File: src/rtl/busretry_pkg.sv
package busretry_pkg;

  typedef enum logic [1:0] {
    ST_OK         = 2'd0,
    ST_RETRIED_OK = 2'd1,
    ST_FAILED     = 2'd2
  } rspStatus_e;

  typedef enum logic [1:0] {
    S_IDLE,
    S_ACTIVE,
    S_RECOVER,
    S_RESP
  } seqState_e;

  typedef struct packed {
    logic loadReq;
    logic driveBus;
    logic tmrClr;
    logic tmrRun;
    logic captureRd;
  } ctrlStrobes_t;

endpackage

File: src/rtl/retryDatapath.sv
module retryDatapath
  import busretry_pkg::*;
#(
  parameter int ADDR_W         = 24,
  parameter int DATA_W         = 32,
  parameter int TIMEOUT_CYCLES = 16
) (
  input  logic              clk,
  input  logic              rstN,
  input  ctrlStrobes_t      strobes,
  input  logic [ADDR_W-1:0] reqAddr,
  input  logic              reqWrite,
  input  logic [DATA_W-1:0] reqWrData,
  input  logic [DATA_W-1:0] busRdData,
  input  logic              busErrN,
  output logic [ADDR_W-1:0] busAddr,
  output logic              busAddrOe,
  output logic [DATA_W-1:0] busWrData,
  output logic              busDataOe,
  output logic              busWriteN,
  output logic              busStrobeN,
  output logic              busStrobeOe,
  output logic [DATA_W-1:0] rspData,
  output logic              tmrExpired
);

  localparam int TMR_W = $clog2(TIMEOUT_CYCLES + 1);
  localparam logic [TMR_W-1:0] TMR_LAST = TMR_W'(TIMEOUT_CYCLES - 1);

  logic [ADDR_W-1:0] addrReg;
  logic [DATA_W-1:0] wrDataReg;
  logic [DATA_W-1:0] rdDataReg;
  logic              writeReg;
  logic [TMR_W-1:0]  tmrCount;
  logic              busGate;

  always_ff @(posedge clk) begin
    if (!rstN) begin
      addrReg   <= '0;
      wrDataReg <= '0;
      writeReg  <= 1'b0;
    end else if (strobes.loadReq) begin
      addrReg   <= reqAddr;
      wrDataReg <= reqWrData;
      writeReg  <= reqWrite;
    end
  end

  always_ff @(posedge clk) begin
    if (!rstN) begin
      rdDataReg <= '0;
    end else if (strobes.captureRd && !writeReg) begin
      rdDataReg <= busRdData;
    end
  end

  always_ff @(posedge clk) begin
    if (!rstN || strobes.tmrClr) begin
      tmrCount <= '0;
    end else if (strobes.tmrRun && !tmrExpired) begin
      tmrCount <= tmrCount + TMR_W'(1);
    end
  end

  assign tmrExpired = (tmrCount == TMR_LAST);

  // Bus error overrides every enable without waiting for a clock edge.
  assign busGate     = strobes.driveBus & busErrN;
  assign busAddr     = addrReg;
  assign busWrData   = wrDataReg;
  assign busWriteN   = ~writeReg;
  assign busStrobeN  = ~busGate;
  assign busAddrOe   = busGate;
  assign busStrobeOe = busGate;
  assign busDataOe   = busGate & writeReg;
  assign rspData     = rdDataReg;

  // no enable while the shared error line is low
  a_r4_release_on_error : assert property (@(posedge clk) disable iff (!rstN)
    !busErrN |-> (!busAddrOe && !busStrobeOe && !busDataOe));

  // attempt timer never passes its limit
  a_r9_timer_bound : assert property (@(posedge clk) disable iff (!rstN)
    tmrCount < TMR_W'(TIMEOUT_CYCLES));

  // data enable only for a write cycle that drives the strobe
  a_r2_data_oe_write : assert property (@(posedge clk) disable iff (!rstN)
    busDataOe |-> (busStrobeOe && !busWriteN));

endmodule

File: src/rtl/retryCtrl.sv
module retryCtrl
  import busretry_pkg::*;
#(
  parameter int ERR_LIMIT = 2
) (
  input  logic         clk,
  input  logic         rstN,
  input  logic         reqValid,
  input  logic         rspReady,
  input  logic         busAckN,
  input  logic         busErrN,
  input  logic         tmrExpired,
  input  logic         errClear,
  output logic         reqReady,
  output logic         rspValid,
  output logic [1:0]   rspStatus,
  output logic         errNotify,
  output ctrlStrobes_t strobes
);

  localparam int ERR_W = $clog2(ERR_LIMIT + 1);
  localparam logic [ERR_W-1:0] ERR_LAST = ERR_W'(ERR_LIMIT - 1);

  seqState_e        state, stateNext;
  rspStatus_e       statusReg, statusNext;
  logic [ERR_W-1:0] errCnt, errCntNext;
  logic             notifySet;

  always_comb begin
    stateNext  = state;
    statusNext = statusReg;
    errCntNext = errCnt;
    notifySet  = 1'b0;
    strobes    = '0;
    unique case (state)
      S_IDLE: begin
        if (reqValid) begin
          strobes.loadReq = 1'b1;
          strobes.tmrClr  = 1'b1;
          errCntNext      = '0;
          stateNext       = S_ACTIVE;
        end
      end
      S_ACTIVE: begin
        strobes.driveBus = 1'b1;
        strobes.tmrRun   = 1'b1;
        if (!busErrN) begin
          if (errCnt == ERR_LAST) begin
            statusNext = ST_FAILED;
            notifySet  = 1'b1;
            errCntNext = '0;
            stateNext  = S_RESP;
          end else begin
            errCntNext = errCnt + ERR_W'(1);
            stateNext  = S_RECOVER;
          end
        end else if (!busAckN) begin
          strobes.captureRd = 1'b1;
          statusNext = (errCnt != '0) ? ST_RETRIED_OK : ST_OK;
          errCntNext = '0;
          stateNext  = S_RESP;
        end else if (tmrExpired) begin
          statusNext = ST_FAILED;
          errCntNext = '0;
          stateNext  = S_RESP;
        end
      end
      S_RECOVER: begin
        if (busErrN) begin
          strobes.tmrClr = 1'b1;
          stateNext      = S_ACTIVE;
        end
      end
      S_RESP: begin
        if (rspReady) stateNext = S_IDLE;
      end
      default: stateNext = S_IDLE;
    endcase
  end

  always_ff @(posedge clk) begin
    if (!rstN) begin
      state     <= S_IDLE;
      statusReg <= ST_OK;
      errCnt    <= '0;
    end else begin
      state     <= stateNext;
      statusReg <= statusNext;
      errCnt    <= errCntNext;
    end
  end

  always_ff @(posedge clk) begin
    if (!rstN)          errNotify <= 1'b0;
    else if (notifySet) errNotify <= 1'b1;
    else if (errClear)  errNotify <= 1'b0;
  end

  assign reqReady  = (state == S_IDLE);
  assign rspValid  = (state == S_RESP);
  assign rspStatus = statusReg;

  // no reissue while the error line is still low
  a_r5_hold_while_error : assert property (@(posedge clk) disable iff (!rstN)
    (state == S_RECOVER && !busErrN) |=> (state == S_RECOVER));

  // last tolerated error ends the transfer and raises the flag
  a_r7_give_up : assert property (@(posedge clk) disable iff (!rstN)
    (state == S_ACTIVE && !busErrN && errCnt == ERR_LAST)
      |=> (errNotify && rspValid && rspStatus == 2'd2));

  // flag is sticky without a clear
  a_r8_notify_sticky : assert property (@(posedge clk) disable iff (!rstN)
    (errNotify && !errClear) |=> errNotify);

  // response held until taken
  a_r11_rsp_hold : assert property (@(posedge clk) disable iff (!rstN)
    (rspValid && !rspReady) |=> (rspValid && $stable(rspStatus)));

  // error count stays below the give-up limit
  a_r10_count_bound : assert property (@(posedge clk) disable iff (!rstN)
    errCnt < ERR_W'(ERR_LIMIT));

endmodule

File: src/rtl/busRetryMaster.sv
module busRetryMaster
  import busretry_pkg::*;
#(
  parameter int ADDR_W         = 24,
  parameter int DATA_W         = 32,
  parameter int TIMEOUT_CYCLES = 16,
  parameter int ERR_LIMIT      = 2
) (
  input  logic              clk,
  input  logic              rstN,
  input  logic              reqValid,
  output logic              reqReady,
  input  logic [ADDR_W-1:0] reqAddr,
  input  logic              reqWrite,
  input  logic [DATA_W-1:0] reqWrData,
  output logic              rspValid,
  input  logic              rspReady,
  output logic [1:0]        rspStatus,
  output logic [DATA_W-1:0] rspData,
  output logic              errNotify,
  input  logic              errClear,
  output logic [ADDR_W-1:0] busAddr,
  output logic              busAddrOe,
  output logic [DATA_W-1:0] busWrData,
  output logic              busDataOe,
  output logic              busWriteN,
  output logic              busStrobeN,
  output logic              busStrobeOe,
  input  logic [DATA_W-1:0] busRdData,
  input  logic              busAckN,
  input  logic              busErrN
);

  ctrlStrobes_t strobes;
  logic         tmrExpired;

  retryCtrl #(.ERR_LIMIT(ERR_LIMIT)) uCtrl (
    .clk        (clk),
    .rstN       (rstN),
    .reqValid   (reqValid),
    .rspReady   (rspReady),
    .busAckN    (busAckN),
    .busErrN    (busErrN),
    .tmrExpired (tmrExpired),
    .errClear   (errClear),
    .reqReady   (reqReady),
    .rspValid   (rspValid),
    .rspStatus  (rspStatus),
    .errNotify  (errNotify),
    .strobes    (strobes)
  );

  retryDatapath #(
    .ADDR_W         (ADDR_W),
    .DATA_W         (DATA_W),
    .TIMEOUT_CYCLES (TIMEOUT_CYCLES)
  ) uData (
    .clk         (clk),
    .rstN        (rstN),
    .strobes     (strobes),
    .reqAddr     (reqAddr),
    .reqWrite    (reqWrite),
    .reqWrData   (reqWrData),
    .busRdData   (busRdData),
    .busErrN     (busErrN),
    .busAddr     (busAddr),
    .busAddrOe   (busAddrOe),
    .busWrData   (busWrData),
    .busDataOe   (busDataOe),
    .busWriteN   (busWriteN),
    .busStrobeN  (busStrobeN),
    .busStrobeOe (busStrobeOe),
    .rspData     (rspData),
    .tmrExpired  (tmrExpired)
  );

endmodule

File: config.mk
export PLATFORM = sky130hd
export DESIGN_NAME = busRetryMaster
export DESIGN_NICKNAME = d
export VERILOG_FILES = /design/src/rtl/busretry_pkg.sv /design/src/rtl/retryDatapath.sv /design/src/rtl/retryCtrl.sv /design/src/rtl/busRetryMaster.sv
export SDC_FILE = /design/constraint.sdc
export NUM_CORES = 1
export LEC_CHECK = 0
export BUFFER_PORTS_ARGS = -buffer_cell sky130_fd_sc_hd__buf_4
export CAP_MARGIN = 20
export CORE_AREA = 5 5 98 100
export DETAILED_ROUTE_END_ITERATION = 12
export DIE_AREA = 0 0 103 105
export HOLD_SLACK_MARGIN = 0.02
export PLACE_DENSITY = 0.82
export SKIP_CTS_REPAIR_TIMING = 1
export SLEW_MARGIN = 25
export SYNTH_ARGS = -nofsm -noshare
export SYNTH_HDL_FRONTEND = slang
export SYNTH_SLANG_ARGS = --single-unit
File: constraint.sdc
create_clock -name clk -period 3.2 [get_ports clk]
set_input_delay 0.32 -clock clk [delete_from_list [all_inputs] [get_ports clk]]
set_output_delay 0.32 -clock clk [all_outputs]
set_load 0.05 [all_outputs]
==> results.json <==
{
  "status": "complete, no violations",
  "clock_skew_ns": 0.0147,
  "drc": 0,
  "dieArea_sq_um": 10800,
  "timing.fmax_mhz": 445,
  "syn-num-nets": 565,
  "rsz0062_at_grt": "false",
  "layout_min_cycle_time_ns": 2.25,
  "drt_iter0_drc": 144,
  "startpoint_type": "flop",
  "min_to": "uCtrl.state[1]",
  "p_leak_nw": 2.38,
  "r2r_end": "uCtrl.rspStatus[0]",
  "ir_drop_mv": 0.376,
  "routed_wl_mm": 11.2,
  "drv_slew": 0,
  "overflow": 0,
  "cts_max_level": 3,
  "synth_edf_count": 0,
  "num_antenna_cells": 0,
  "cts_tree": "built",
  "dr.pass1.iters": 4,
  "fin_tns_setup_ns": 0,
  "track_usage_pct": 19.8,
  "cts_sinks": 101,
  "ant_nets": 0,
  "place_inst": 736,
  "reg2regPathDepth": 6,
  "ys_types": 39,
  "root_buffer": "clkbuf_8",
  "synth_cells": 467,
  "critical_path_class": "flop to output pin",
  "rows": 34,
  "crit-reg2reg-launch": "uData.tmrCount[0]",
  "core_sq_um": 8590,
  "final.period_utilization_pct": 70.2,
  "cpMostUsedCell": "nor2_1",
  "power.density_nw_per_um2": 543,
  "synthesis.area_sq_um": 3770,
  "synth-main-ff-cell": "dfxtp_1",
  "via_per_inst": 5.08,
  "slowest_delay_ns": 0.63,
  "slowest_stage": "dfxtp_1",
  "synth_warnings": 0,
  "cts_made_buffers": 9,
  "grt_pass1_vias": 3632,
  "wire_per_inst_um": 14.9,
  "die_y_um": 105,
  "routabilityCongestion": 0.820,
  "io_pins": 194,
  "hp-start": "rspReady",
  "cp_cell_sequence": "nand2b_1 -> nor2_1 -> inv_2 -> nor2_1 -> buf_4",
  "area_growth_pct": 45.7,
  "ys_seq_area_share_pct": 53.6,
  "worst_pin_slew_ns": 0.569,
  "io_buffers": 193,
  "drv_cap": 0,
  "antenna_found_initial": 0,
  "setup_viol": 0,
  "route.vias.total": 3819,
  "cts_buffer_depth": 2,
  "insertion_delay_ns": 0.36,
  "rrSetupSlack_ns": 1.41,
  "layout-drive-gt1-share_pct": 34.5,
  "clk_pin_slew_ns": 0.10,
  "layout.cells.non_filler": 752,
  "end_kind": "output pin",
  "worstHoldPathType": "input pin to flop",
  "max-slew-margin-rel_pct": 62.0,
  "synthTopCellsByArea": "dfxtp_1, a21oi_1, nand2_1",
  "grt_max_degree": 67,
  "fin_nets": 737,
  "synth.ff_latch_count": 101,
  "worst-path-max-fanout": 17,
  "hpwl_mm": 8.14,
  "syn_area_per_cell_sq_um": 8.08,
  "grt_pass1_wl_mm": 17.3,
  "yosysTopAreaCell": "dfxtp_1",
  "crit_arrival_ns": 1.93,
  "hold_viol_final": 0,
  "worstPathRequired_ns": 2.88,
  "fillers": 753,
  "holdPathStages": 2,
  "synth_top_cell_area_share_pct": 53.6,
  "die_w_um": 103,
  "start_util_pct": 43.9,
  "synthArstFlopShare_pct": 0
}
[where the power goes]
group          switching, W  internal, W  leakage [nW]
registers         0.0000514      0.00133         0.824
logic              0.000494     0.000249          1.45
clock network      0.000442     0.000414         0.108
total              0.000987      0.00200          2.38
[area by class of cell]
type / count / area (sq um) / share of cell area, %
timing repair buffer: 200 / 1510 / 27.6
sequential: 101 / 2020 / 36.8
multi-input combinational: 322 / 1590 / 28.9
inverter: 5 / 18.8 / 0.342
clock inverter: 5 / 66.3 / 1.21
clock buffer: 11 / 151 / 2.76
tap: 108 / 135 / 2.46
[how the worst max path moves through the flow]
stage / startpoint / to / slack [ns] / cells past startpoint
after floorplan: uCtrl.state[1] / busDataOe / 0.52 / 4
after global placement: uCtrl.state[0] / busDataOe / 1.37 / 5
after detailed placement: uCtrl.state[0] / busDataOe / 1.34 / 5
after CTS: uCtrl.state[0] / busDataOe / 0.93 / 5
after global routing: uCtrl.state[0] / busDataOe / 0.79 / 5
final: uCtrl.state[0] / busDataOe / 0.95 / 5
[cells in the mapped netlist, types with 3 or more instances]
cell / n
nand2_1: 118
dfxtp_1: 101
a21oi_1: 95
nand3_1: 34
o21ai_1: 31
clkbuf_1: 25
buf_2: 9
nor2_1: 7
o21ai_0: 5
buf_1: 3
inv_1: 3
nand2b_1: 3
[metal layers]
metal	wire length, um	GRT usage, %	vias up
li1	-	-	1923
met1	4340	24.3	1740
met2	5640	33.0	137
met3	980	4.93	19
met4	251	7.22	0
met5	0	0	-
[stage by stage]
step	utilization, %	hold slack (ns)	area (sq um)	power, W	setup WS [ns]
final	63.9	0.181	5490	0.00298	0.953
after detailed placement	61.4	0.433	5280	0.00216	1.34
after global placement	61.4	0.434	5280	0.00215	1.37
after global routing	63.9	0.183	5490	0.00312	0.789
after floorplan	-	0.420	3770	0.00189	0.521
after CTS	63.9	0.163	5490	0.00301	0.933
[worst max-delay path: cells and delay by family, from the launching register on]
| kind | cells | cell delay, ns |
|---|---|---|
| flip-flops | 1 | 0.63 |
| buffers and inverters | 2 | 0.29 |
| AND/OR/NAND/NOR | 3 | 0.65 |
[cells by family (layout without fill, tap and decap cells)]
family | count (synthesis) | in the layout | share of synthesized area [%]
simple gates | 178 | 178 | 21.0
flops | 101 | 101 | 53.6
fa+ha+maj | 2 | 2 | 0.663
xor+xnor | 2 | 2 | 0.465
buf+inv | 44 | 221 | 4.88
compound gates | 139 | 139 | 19.1
mux | 1 | 1 | 0.265
[cells in the final DEF (no fill, tap or decap), drive strengths merged, types with 2 or more instances in the layout]
| cell type | count |
|---|---|
| a211oi | 2 |
| a21oi | 95 |
| buf | 200 |
| clkbuf | 11 |
| clkinv | 2 |
| dfxtp | 101 |
| ha | 2 |
| inv | 6 |
| nand2 | 118 |
| nand2b | 3 |
| nand3 | 34 |
| nor2 | 7 |
| nor3b | 2 |
| o21ai | 36 |
| o31ai | 2 |
| or3 | 2 |
| xnor2 | 2 |
[state kept, by name, summed over array words and instances, names as in the netlist, 2 cells and up]
register         flops
uCtrl.errCnt         2
uCtrl.rspStatus      2
uCtrl.state          2
uData.busAddr       24
uData.busWrData     32
uData.rspData       32
uData.tmrCount       5
No activity file was read; power rests on OpenSTA's default activity.
